### config.mk
export PLATFORM = sky130hd
export DESIGN_NAME = mirq_unit
export DESIGN_NICKNAME = d
export VERILOG_FILES = /design/src/rtl/mirq_pkg.sv /design/src/rtl/mirq_line_bank.sv /design/src/rtl/mirq_csr_file.sv /design/src/rtl/mirq_arbiter.sv /design/src/rtl/mirq_unit.sv
export SDC_FILE = /design/constraint.sdc
export NUM_CORES = 1
export LEC_CHECK = 0
export BUFFER_PORTS_ARGS = -buffer_cell sky130_fd_sc_hd__buf_2
export CORE_MARGIN = 4
export CORE_UTILIZATION = 45
export CTS_BUF_LIST = sky130_fd_sc_hd__clkbuf_8
export CTS_CLUSTER_DIAMETER = 200
export CTS_CLUSTER_SIZE = 30
export DETAILED_ROUTE_END_ITERATION = 16
export GPL_TIMING_DRIVEN = 0
export PLACE_DENSITY = 0.8
export SLEW_MARGIN = 10
export SYNTH_ARGS = -nofsm -noshare
export SYNTH_HDL_FRONTEND = slang
export SYNTH_HIERARCHICAL = 1
export SYNTH_SLANG_ARGS = --single-unit
### constraint.sdc
create_clock -name clk -period 4 [get_ports clk]
set_input_delay 0.2 -clock clk [delete_from_list [all_inputs] [get_ports clk]]
set_output_delay 0.2 -clock clk [all_outputs]
set_load 0.005 [all_outputs]
### src/rtl/mirq_pkg.sv
package mirq_pkg;

  localparam int CSR_W  = 32;
  localparam int ADDR_W = 12;

  localparam logic [ADDR_W-1:0] ADDR_IE   = 12'h304;
  localparam logic [ADDR_W-1:0] ADDR_IP   = 12'h344;
  localparam logic [ADDR_W-1:0] ADDR_MASK = 12'h7C0;
  localparam logic [ADDR_W-1:0] ADDR_PEND = 12'h7C1;

  localparam int BIT_SW  = 3;
  localparam int BIT_TM  = 7;
  localparam int BIT_EXT = 11;

  typedef enum logic [1:0] {
    SRC_NONE = 2'd0,
    SRC_EXT  = 2'd1,
    SRC_SW   = 2'd2,
    SRC_TM   = 2'd3
  } src_e;

  function automatic logic [CSR_W-1:0] cause_of(input src_e s);
    logic [CSR_W-1:0] c;
    c = '0;
    case (s)
      SRC_EXT: c = {1'b1, {(CSR_W-5){1'b0}}, 4'd11};
      SRC_SW:  c = {1'b1, {(CSR_W-5){1'b0}}, 4'd3};
      SRC_TM:  c = {1'b1, {(CSR_W-5){1'b0}}, 4'd7};
      default: c = '0;
    endcase
    return c;
  endfunction

endpackage

### src/rtl/mirq_line_bank.sv
module mirq_line_bank #(
  parameter int                 NLINES      = 32,
  parameter logic [NLINES-1:0]  OFF_LINES   = '0,
  parameter logic [NLINES-1:0]  LATCH_LINES = '1
) (
  input  logic              clk,
  input  logic              rst,
  input  logic [NLINES-1:0] ext_irq,
  input  logic              pend_wr,
  input  logic [NLINES-1:0] pend_wdata,
  output logic [NLINES-1:0] pend,
  output logic [NLINES-1:0] eoi
);

  for (genvar i = 0; i < NLINES; i++) begin : g_line
    if (OFF_LINES[i]) begin : g_off
      assign pend[i] = 1'b0;
      assign eoi[i]  = 1'b0;
    end else begin : g_on
      logic pend_q;
      logic eoi_q;
      logic clr;

      assign clr = pend_wr & ~pend_wdata[i];

      if (LATCH_LINES[i]) begin : g_latch
        always_ff @(posedge clk) begin
          if (rst) pend_q <= 1'b0;
          else     pend_q <= ext_irq[i] | (pend_q & ~clr);
        end
      end else begin : g_level
        always_ff @(posedge clk) begin
          if (rst) pend_q <= 1'b0;
          else     pend_q <= ext_irq[i];
        end
      end

      always_ff @(posedge clk) begin
        if (rst) eoi_q <= 1'b0;
        else     eoi_q <= clr & pend_q;
      end

      assign pend[i] = pend_q;
      assign eoi[i]  = eoi_q;
    end
  end

endmodule

### src/rtl/mirq_csr_file.sv
module mirq_csr_file
  import mirq_pkg::*;
#(
  parameter int                NLINES    = 32,
  parameter logic [NLINES-1:0] OFF_LINES = '0
) (
  input  logic              clk,
  input  logic              rst,
  input  logic              csr_we,
  input  logic [ADDR_W-1:0] csr_addr,
  input  logic [CSR_W-1:0]  csr_wdata,
  input  logic [NLINES-1:0] pend,
  input  logic              ext_sum,
  input  logic              timer_pend,
  output logic [NLINES-1:0] mask,
  output logic              ie_ext,
  output logic              ie_tm,
  output logic              ie_sw,
  output logic              sw_pend,
  output logic              pend_wr,
  output logic [CSR_W-1:0]  csr_rdata
);

  logic [NLINES-1:0] mask_q;
  logic              ie_ext_q, ie_tm_q, ie_sw_q, sw_q;
  logic [CSR_W-1:0]  rd_q;
  logic [CSR_W-1:0]  rd_d;

  assign pend_wr = csr_we && (csr_addr == ADDR_PEND);

  always_ff @(posedge clk) begin
    if (rst) begin
      mask_q   <= '0;
      ie_ext_q <= 1'b0;
      ie_tm_q  <= 1'b0;
      ie_sw_q  <= 1'b0;
      sw_q     <= 1'b0;
    end else if (csr_we) begin
      case (csr_addr)
        ADDR_MASK: mask_q <= csr_wdata[NLINES-1:0] & ~OFF_LINES;
        ADDR_IE: begin
          ie_ext_q <= csr_wdata[BIT_EXT];
          ie_tm_q  <= csr_wdata[BIT_TM];
          ie_sw_q  <= csr_wdata[BIT_SW];
        end
        ADDR_IP:   sw_q <= csr_wdata[BIT_SW];
        default: ;
      endcase
    end
  end

  always_comb begin
    rd_d = '0;
    case (csr_addr)
      ADDR_MASK: rd_d[NLINES-1:0] = mask_q;
      ADDR_PEND: rd_d[NLINES-1:0] = pend;
      ADDR_IE: begin
        rd_d[BIT_EXT] = ie_ext_q;
        rd_d[BIT_TM]  = ie_tm_q;
        rd_d[BIT_SW]  = ie_sw_q;
      end
      ADDR_IP: begin
        rd_d[BIT_EXT] = ext_sum;
        rd_d[BIT_TM]  = timer_pend;
        rd_d[BIT_SW]  = sw_q;
      end
      default: rd_d = '0;
    endcase
  end

  always_ff @(posedge clk) begin
    if (rst) rd_q <= '0;
    else     rd_q <= rd_d;
  end

  assign mask      = mask_q;
  assign ie_ext    = ie_ext_q;
  assign ie_tm     = ie_tm_q;
  assign ie_sw     = ie_sw_q;
  assign sw_pend   = sw_q;
  assign csr_rdata = rd_q;

endmodule

### src/rtl/mirq_arbiter.sv
module mirq_arbiter
  import mirq_pkg::*;
#(
  parameter int NLINES = 32
) (
  input  logic              clk,
  input  logic              rst,
  input  logic [NLINES-1:0] pend,
  input  logic [NLINES-1:0] mask,
  input  logic              ie_ext,
  input  logic              ie_tm,
  input  logic              ie_sw,
  input  logic              sw_pend,
  input  logic              timer_pend,
  input  logic              glb_ie,
  output logic              ext_sum,
  output logic              irq_req,
  output logic [CSR_W-1:0]  irq_cause
);

  logic             ext_rdy, sw_rdy, tm_rdy;
  src_e             win;
  logic             req_q;
  logic [CSR_W-1:0] cause_q;

  assign ext_sum = |(pend & mask);
  assign ext_rdy = ext_sum & ie_ext;
  assign sw_rdy  = sw_pend & ie_sw;
  assign tm_rdy  = timer_pend & ie_tm;

  always_comb begin
    if (!glb_ie)      win = SRC_NONE;
    else if (ext_rdy) win = SRC_EXT;
    else if (sw_rdy)  win = SRC_SW;
    else if (tm_rdy)  win = SRC_TM;
    else              win = SRC_NONE;
  end

  always_ff @(posedge clk) begin
    if (rst) begin
      req_q   <= 1'b0;
      cause_q <= '0;
    end else begin
      req_q   <= (win != SRC_NONE);
      cause_q <= cause_of(win);
    end
  end

  assign irq_req   = req_q;
  assign irq_cause = cause_q;

endmodule

### src/rtl/mirq_unit.sv
module mirq_unit
  import mirq_pkg::*;
#(
  parameter int                NLINES      = 32,
  parameter logic [NLINES-1:0] OFF_LINES   = '0,
  parameter logic [NLINES-1:0] LATCH_LINES = '1
) (
  input  logic              clk,
  input  logic              rst,
  input  logic [NLINES-1:0] ext_irq,
  input  logic              timer_pend,
  input  logic              glb_ie,
  input  logic              csr_we,
  input  logic [11:0]       csr_addr,
  input  logic [31:0]       csr_wdata,
  output logic [31:0]       csr_rdata,
  output logic              irq_req,
  output logic [31:0]       irq_cause,
  output logic [NLINES-1:0] eoi
);

  logic [NLINES-1:0] pend_vec;
  logic [NLINES-1:0] mask_vec;
  logic              ie_ext, ie_tm, ie_sw, sw_pend, pend_wr, ext_sum;

  mirq_line_bank #(
    .NLINES(NLINES), .OFF_LINES(OFF_LINES), .LATCH_LINES(LATCH_LINES)
  ) u_lines (
    .clk(clk), .rst(rst), .ext_irq(ext_irq),
    .pend_wr(pend_wr), .pend_wdata(csr_wdata[NLINES-1:0]),
    .pend(pend_vec), .eoi(eoi)
  );

  mirq_csr_file #(
    .NLINES(NLINES), .OFF_LINES(OFF_LINES)
  ) u_csr (
    .clk(clk), .rst(rst), .csr_we(csr_we), .csr_addr(csr_addr),
    .csr_wdata(csr_wdata), .pend(pend_vec), .ext_sum(ext_sum),
    .timer_pend(timer_pend), .mask(mask_vec), .ie_ext(ie_ext),
    .ie_tm(ie_tm), .ie_sw(ie_sw), .sw_pend(sw_pend),
    .pend_wr(pend_wr), .csr_rdata(csr_rdata)
  );

  mirq_arbiter #(
    .NLINES(NLINES)
  ) u_arb (
    .clk(clk), .rst(rst), .pend(pend_vec), .mask(mask_vec),
    .ie_ext(ie_ext), .ie_tm(ie_tm), .ie_sw(ie_sw), .sw_pend(sw_pend),
    .timer_pend(timer_pend), .glb_ie(glb_ie), .ext_sum(ext_sum),
    .irq_req(irq_req), .irq_cause(irq_cause)
  );

endmodule

==> flow_summary_export.csv, run 1 <==
group,metric,value,unit
setup_path,critical_path.cell_chain,"buf_4, a22o_1, a221oi_2, and4_1, nand2_1, mux2_2, nand3_1, a21oi_1",
placement,post-place-cells,1005,
die,start_util,46.2,%
clocking,worst_setup_hold_path_clk_slew,0.08,ns
placement,place.gp.congestion,0.832,
routing,vias,5093,
die,core-area,14600,um2
finish,layout.core_utilization,60.0,%
clocking,cts_num_sinks,135,
finish,fillCellCount,1246,
placement,placed_area,7840,um2
clocking,clock_tree_root,"clkbuf_8",
routing,drt.antenna.violating_nets,0,
finish,post_route_cells_drive_above_1_share,42.0,%
sta,min_period_over_period,46.6,%
setup_path,required,4.30,ns
min_path,worst_hold_path_type,"input pin to register",
finish,fin_cells,1087,
yosys,syn_avg_cell_area,10.5,um2
die,i_o_pins,178,
placement,port-buffer-count,149,
yosys,syn_inst,646,
yosys,synth_cell_types,40,
finish,area_growth_syn_to_layout,29.7,%
die,die_w,131,um
sta,skew,0.00922,ns
routing,route.detailed.vias_per_inst,4.69,
power,total_leakage_power,4.03,nW
finish,nets_finish,971,
setup_path,worstSetupStartpointType,"register",
yosys,synthesis.area,6770,um2
power,net_switching_share_of_the_total_power,23.7,%
yosys,synth.mux.area_fraction,10.6,%
finish,final_common_cell,"buf_2",
power,switchingPower,0.706,mW
power,clock_power_share,41.4,%
clocking,cts_htree_levels,4,
finish,finish.instance_area,8780,um2
yosys,simple_gate_portion_of_the_synthesized_area,26.0,%
routing,drtPass1Iterations,7,
clocking,cts_tree,"yes",
finish,antenna-diode-count,0,
global_route,first_global_vias,5147,
global_route,grt_max_degree,17,
routing,routed_wirelength,16900,um
setup_path,setup.reg_to_reg.worst_slack,2.14,ns
sta,timing.max_slew.rel_slack,61.9,%
clocking,cts_repair_resizes,0,
setup_path,critical_path_peak_fanout,2,
routing,drt-initial-drc-count,231,
power,seq_power_share,47.0,%
sta,timing.hold.ws,0.0296,ns
yosys,synth_compound_gate_area_share,7.27,%
finish,final_cell_mix,"155 x buf_2, 135 x dfxtp_1, 95 x buf_4",
sta,final_max_slew_viol_count,0,
setup_path,timing.critical_path.slowest_cell_delay,0.34,ns
setup_path,timing.critical_path.arrival,2.16,ns
power,internal_power,2.28,mW
power,power_frac_comb,11.7,%
power,power_density,340,nW/um2
clocking,clock_latency,0.44,ns
clocking,cts_made_buffers,17,
yosys,synth_xor_xnor_area_share,0,%
sta,timing.fmax,536,MHz
setup_path,critical_path.endpoint_type,"register",
flow_run,maxCapViolations,0,
routing,drt-wirelength-per-cell,15.6,um
die,floorplan.rows,44,
placement,hpwl,12500,um
global_route,grt_antenna_before_repair,0,
power,irDropWorstVdd,0.225,mV
yosys,synth.yosys.seq_area_share,39.9,%
clocking,clock_tree.buffer_depth,2,
yosys,yosysWarnings,6,
yosys,main_combinational_cell_family_by_area_after_synthesis,"simple AND/OR/NAND/NOR gates",
setup_path,worst-setup-path-type,"register to register",
die,floorplan.die_area,17100,um2
routing,remaining_drc_errors,0,
yosys,ys_seq_elements,135,
global_route,grt_overflow,0,
sta,finalCriticalPeriod,1.86,ns
die,die_h,131,um
sta,setup_viol,0,
setup_path,cp_slowest_cell,"dfxtp_1",
sta,hold_viol,0,
yosys,yosys.area_share.adder,0,%
sta,fin_setup_tns,0,ns
global_route,grt.total_usage,20.0,%
outcome,outcome,"completed",
sta,worst-slew-pin-transition,0.571,ns
global_route,grt_first_pass_wirelength,26000,um
sta,grt_setup_unrepaired,"no",
-- critical path, delay by kind of cell, from the launching register on --
| family | cells | cell delay, ns |
|---|---|---|
| simple gates | 3 | 0.41 |
| buf+inv | 1 | 0.15 |
| flops | 1 | 0.34 |
| mux | 1 | 0.26 |
| compound gates | 3 | 0.57 |
-- worst paths after layout --
| path | startpoint | to | cells after the start |
|---|---|---|---|
| min reg2reg | u_lines/g_line[8].g_on.pend_q | u_lines/g_line[8].g_on.eoi_q | 2 |
| min | ext_irq[30] | u_lines/g_line[30].g_on.pend_q | 3 |
| max | u_lines/g_line[0].g_on.pend_q | u_csr/csr_rdata[11] | 8 |
| max reg2reg | u_lines/g_line[0].g_on.pend_q | u_csr/csr_rdata[11] | 8 |
-- timing repair --
item / 4_1_cts / 5_1_grt
endpoints found under the hold margin: 48 / 2
hold buffers: 48 / 2
buffers inserted: 0 / 0
-- power by group through the flow --
stage          clock network (mW)  registers, mW  logic (mW)
6_report                     1.23           1.40       0.348
5_1_grt                      1.33           1.40       0.376
4_1_cts                      1.26           1.40       0.345
3_5_place_dp                    0           1.43       0.306
3_3_place_gp                    0           1.43       0.301
2_1_floorplan                   0           1.43       0.210
-- per-layer routing --
layer | vias up | global-route usage, % | wire length (um)
met5 | - | 0 | 0
met4 | 0 | 6.41 | 271
met3 | 23 | 5.57 | 1220
met2 | 167 | 33.3 | 8050
met1 | 2358 | 25.3 | 7400
li1 | 2545 | - | -
-- synth_stat cells, drive strengths merged --
cell,count,share of area (%)
a211oi,1,0.18
a21boi,1,0.17
a21oi,3,0.22
a221oi,4,0.89
a22o,5,0.65
a22oi,8,0.89
and2,1,0.092
and4,2,0.26
and4b,2,0.35
and4bb,1,0.18
buf,113,13
clkbuf,17,0.96
conb,1,0.055
dfxtp,135,40
inv,32,1.8
mux2,6,1.0
mux2i,65,9.6
nand2,3,0.17
nand2b,100,12
nand3,7,0.52
nand3b,1,0.11
nand4,4,0.37
nand4bb,1,0.17
nor2,2,0.15
nor2b,33,3.1
nor3,30,2.2
nor3b,33,5.9
nor4b,1,0.35
nor4bb,1,0.15
o21a,1,0.11
o22ai,32,4.2
-- state kept, by name, indices dropped and copies added, names as in the netlist --
register / count
u_arb/irq_cause: 3
u_lines/g_line.g_on.eoi_q: 32
u_csr/ie_ext: 1
u_csr/mask: 32
u_csr/sw_pend: 1
u_lines/g_line.g_on.pend_q: 32
u_csr/ie_sw: 1
u_csr/ie_tm: 1
u_csr/csr_rdata: 32
-- final cells by class --
cell class / instances / area, um2 / share of cell area (%)
inverters: 32 / 120 / 1.37
repair buffers: 199 / 1250 / 14.2
clock buffers: 19 / 262 / 2.98
multi-input cells: 375 / 3070 / 35.0
flip-flops and latches: 135 / 2700 / 30.8
clock inverters: 13 / 178 / 2.02
plain buffers: 130 / 970 / 11.0
well taps: 184 / 230 / 2.62
-- metrics by stage --
step / worst slack, ns / power (mW)
floorplan: 2.35 / 1.64
global route: 1.97 / 3.11
global placement: 1.76 / 1.73
finish: 2.14 / 2.98
CTS: 2.14 / 3.01
detailed placement: 1.74 / 1.74
-- cells by family after synthesis --
kind of cell           count (synthesis)
AO/OA/AOI/OAI                         55
buffers and inverters                162
flip-flops                           135
multiplexers                          71
other                                  1
AND/OR/NAND/NOR                      222
Power figures use the tool's default switching activity.
==> run 2: changes to the inputs <==
--- a/config.mk
+++ b/config.mk
@@ -13,7 +13,7 @@
 export CTS_CLUSTER_SIZE = 30
 export DETAILED_ROUTE_END_ITERATION = 16
 export GPL_TIMING_DRIVEN = 0
-export PLACE_DENSITY = 0.8
+export PLACE_DENSITY = 0.83
 export SLEW_MARGIN = 10
 export SYNTH_ARGS = -nofsm -noshare
 export SYNTH_HDL_FRONTEND = slang
==> constraint.sdc (replaced) <==
create_clock -name clk -period 1.65 [get_ports clk]
set_input_delay 0.0825 -clock clk [delete_from_list [all_inputs] [get_ports clk]]
set_output_delay 0.0825 -clock clk [all_outputs]
set_load 0.005 [all_outputs]
==> run 2 against run 1 <==
Against the previous run:
- the run now ends with negative hold slack, negative setup slack left
- via count grew 1.9%
- count of clock-buffer cells in the layout is the same
- worst setup slack got worse by 2.2 ns
- routed wire length increased by 6.8%
- utilization is 1.7 points higher
- combinational power is 150% higher
- design area is 2.9% higher
- die area is the same
- largest cell class unchanged
- highest routed layer unchanged
==> flow_summary_export.csv, run 2 (synthesis gave the netlist of run 1 again) <==
group,metric,value,unit
finish,fin_cells,1103,
setup_path,required,1.97,ns
finish,multiInputGateArea,3120,um2
die,floorplan.die_area,17100,um2
finish,antenna-diode-count,0,
sta,setup_viol,1,
sta,grt_setup_unrepaired,"yes",
routing,route.detailed.vias_per_inst,4.70,
clocking,cts_num_sinks,135,
global_route,grt_antenna_before_repair,0,
die,floorplan.rows,44,
setup_path,timing.reg2reg.worst_path_depth,7,
min_path,timing.hold.worst_path_depth,4,
sta,finalCriticalPeriod,1.71,ns
die,i_o_pins,178,
clocking,clock_tree_root,"clkbuf_8",
finish,area_growth_syn_to_layout,33.5,%
global_route,grt_first_pass_wirelength,27300,um
global_route,first_global_vias,5267,
placement,hpwl,12500,um
finish,post_route_cells_drive_above_1_share,43.1,%
finish,ff_latch_area,2720,um2
clocking,worst_setup_hold_path_clk_slew,0.08,ns
sta,timing.max_slew.rel_slack,61.8,%
sta,final_max_slew_viol_count,0,
outcome,failing_checks,"negative hold slack, negative setup slack",
finish,final_cell_mix,"155 x buf_2, 124 x dfxtp_1, 91 x buf_4",
die,die_w,131,um
finish,fillCellCount,1166,
routing,drt-initial-drc-count,291,
die,core-area,14600,um2
finish,final_common_cell,"buf_2",
sta,timing.hold.ws,-0.0321,ns
clocking,cts_htree_levels,4,
finish,nets_finish,988,
setup_path,critical_path_peak_fanout,3,
flow_run,maxCapViolations,0,
routing,remaining_drc_errors,0,
power,report.power.total,7.33,mW
power,power_density,811,nW/um2
sta,finalWorstSetupSlack,-0.0567,ns
sta,worst-slew-pin-transition,0.573,ns
clocking,cts_tree,"yes",
die,start_util,46.2,%
setup_path,worstSetupStartpointType,"register",
min_path,worst_hold_path_type,"input pin to register",
placement,post-place-cells,1005,
placement,port-buffer-count,149,
clocking,clock_tree.buffer_depth,2,
sta,min_period_over_period,103,%
placement,place.gp.congestion,0.824,
setup_path,worst-setup-path-type,"register to register",
sta,timing.fmax,586,MHz
routing,drt-wirelength-per-cell,16.4,um
routing,routed_wirelength,18100,um
setup_path,critical_path.endpoint_type,"register",
die,die_h,131,um
clocking,clock_latency,0.45,ns
power,irDropWorstVdd,0.625,mV
setup_path,timing.critical_path.arrival,2.03,ns
outcome,outcome,"complete, but fails checks",
routing,vias,5189,
global_route,grt_overflow,0,
sta,hold_viol,1,
global_route,grt.total_usage,21.2,%
routing,drtPass1Iterations,6,
placement,setup_ws_pre_cts,-0.553,ns
routing,drt.antenna.violating_nets,0,
clocking,cts_made_buffers,17,
global_route,grt_max_degree,17,
sta,skew,0.0114,ns
power,total_leakage_power,4.16,nW
run 2: report_power, final:
part           internal [mW]  switching, mW
sequential              3.33         0.0734
clock                   1.72           1.34
combinational          0.495          0.373
total                   5.55           1.78
run 2: final timing paths:
| kind | startpoint | endpoint | slack (ns) |
|---|---|---|---|
| worst min-delay path | csr_addr[4] | u_csr/csr_rdata[7] | -0.03 |
| worst max-delay path | u_csr/mask[14] | u_csr/csr_rdata[11] | -0.06 |
| worst min register to register | u_lines/g_line[16].g_on.pend_q | u_lines/g_line[16].g_on.eoi_q | 0.49 |
| worst max register to register | u_csr/mask[14] | u_csr/csr_rdata[11] | -0.06 |
run 2: area by class of cell:
cell class	count	area share, %
multi-input combinational	375	34.5
sequential	135	30.1
timing repair buffer	224	16.5
buffer	122	10.1
clock buffer	19	2.89
tap	184	2.55
clock inverter	12	1.94
inverter	32	1.33
run 2: per-layer routing:
| layer | track usage (%) | vias to the layer above | part of all wire, % |
|---|---|---|---|
| met5 | 0 | - | 0 |
| met4 | 5.44 | 0 | 0.85 |
| met3 | 5.61 | 13 | 6.1 |
| met2 | 36.2 | 175 | 49 |
| met1 | 26.7 | 2417 | 44 |
| li1 | - | 2584 | - |
run 2: repair_timing:
item,in CTS,in global routing
pin swaps,6,6
gates resized for setup,14,16
hold buffers,72,0
gates cloned,0,0
hold endpoints to repair,104,0
buffers inserted,3,1
endpoints found under the setup margin,18,30
run 2: stage by stage:
step,area [um2],setup TNS [ns],utilization [%]
detailed placement,7840,-26.19,53.5
global placement,7840,-24.46,53.5
floorplan,6870,0,-
CTS,9030,-0.0692,61.7
finish,9030,-0.0567,61.7
global route,9030,-0.0788,61.7
run 2: critical path, cell delays in order (launching register included):
cell and delay, ns:
dfxtp_2 0.34, a22o_1 0.24, a221oi_2 0.24, and4_1 0.27, nand2_1 0.07, mux2_4 0.26, nand3_2 0.08, a21oi_2 0.07
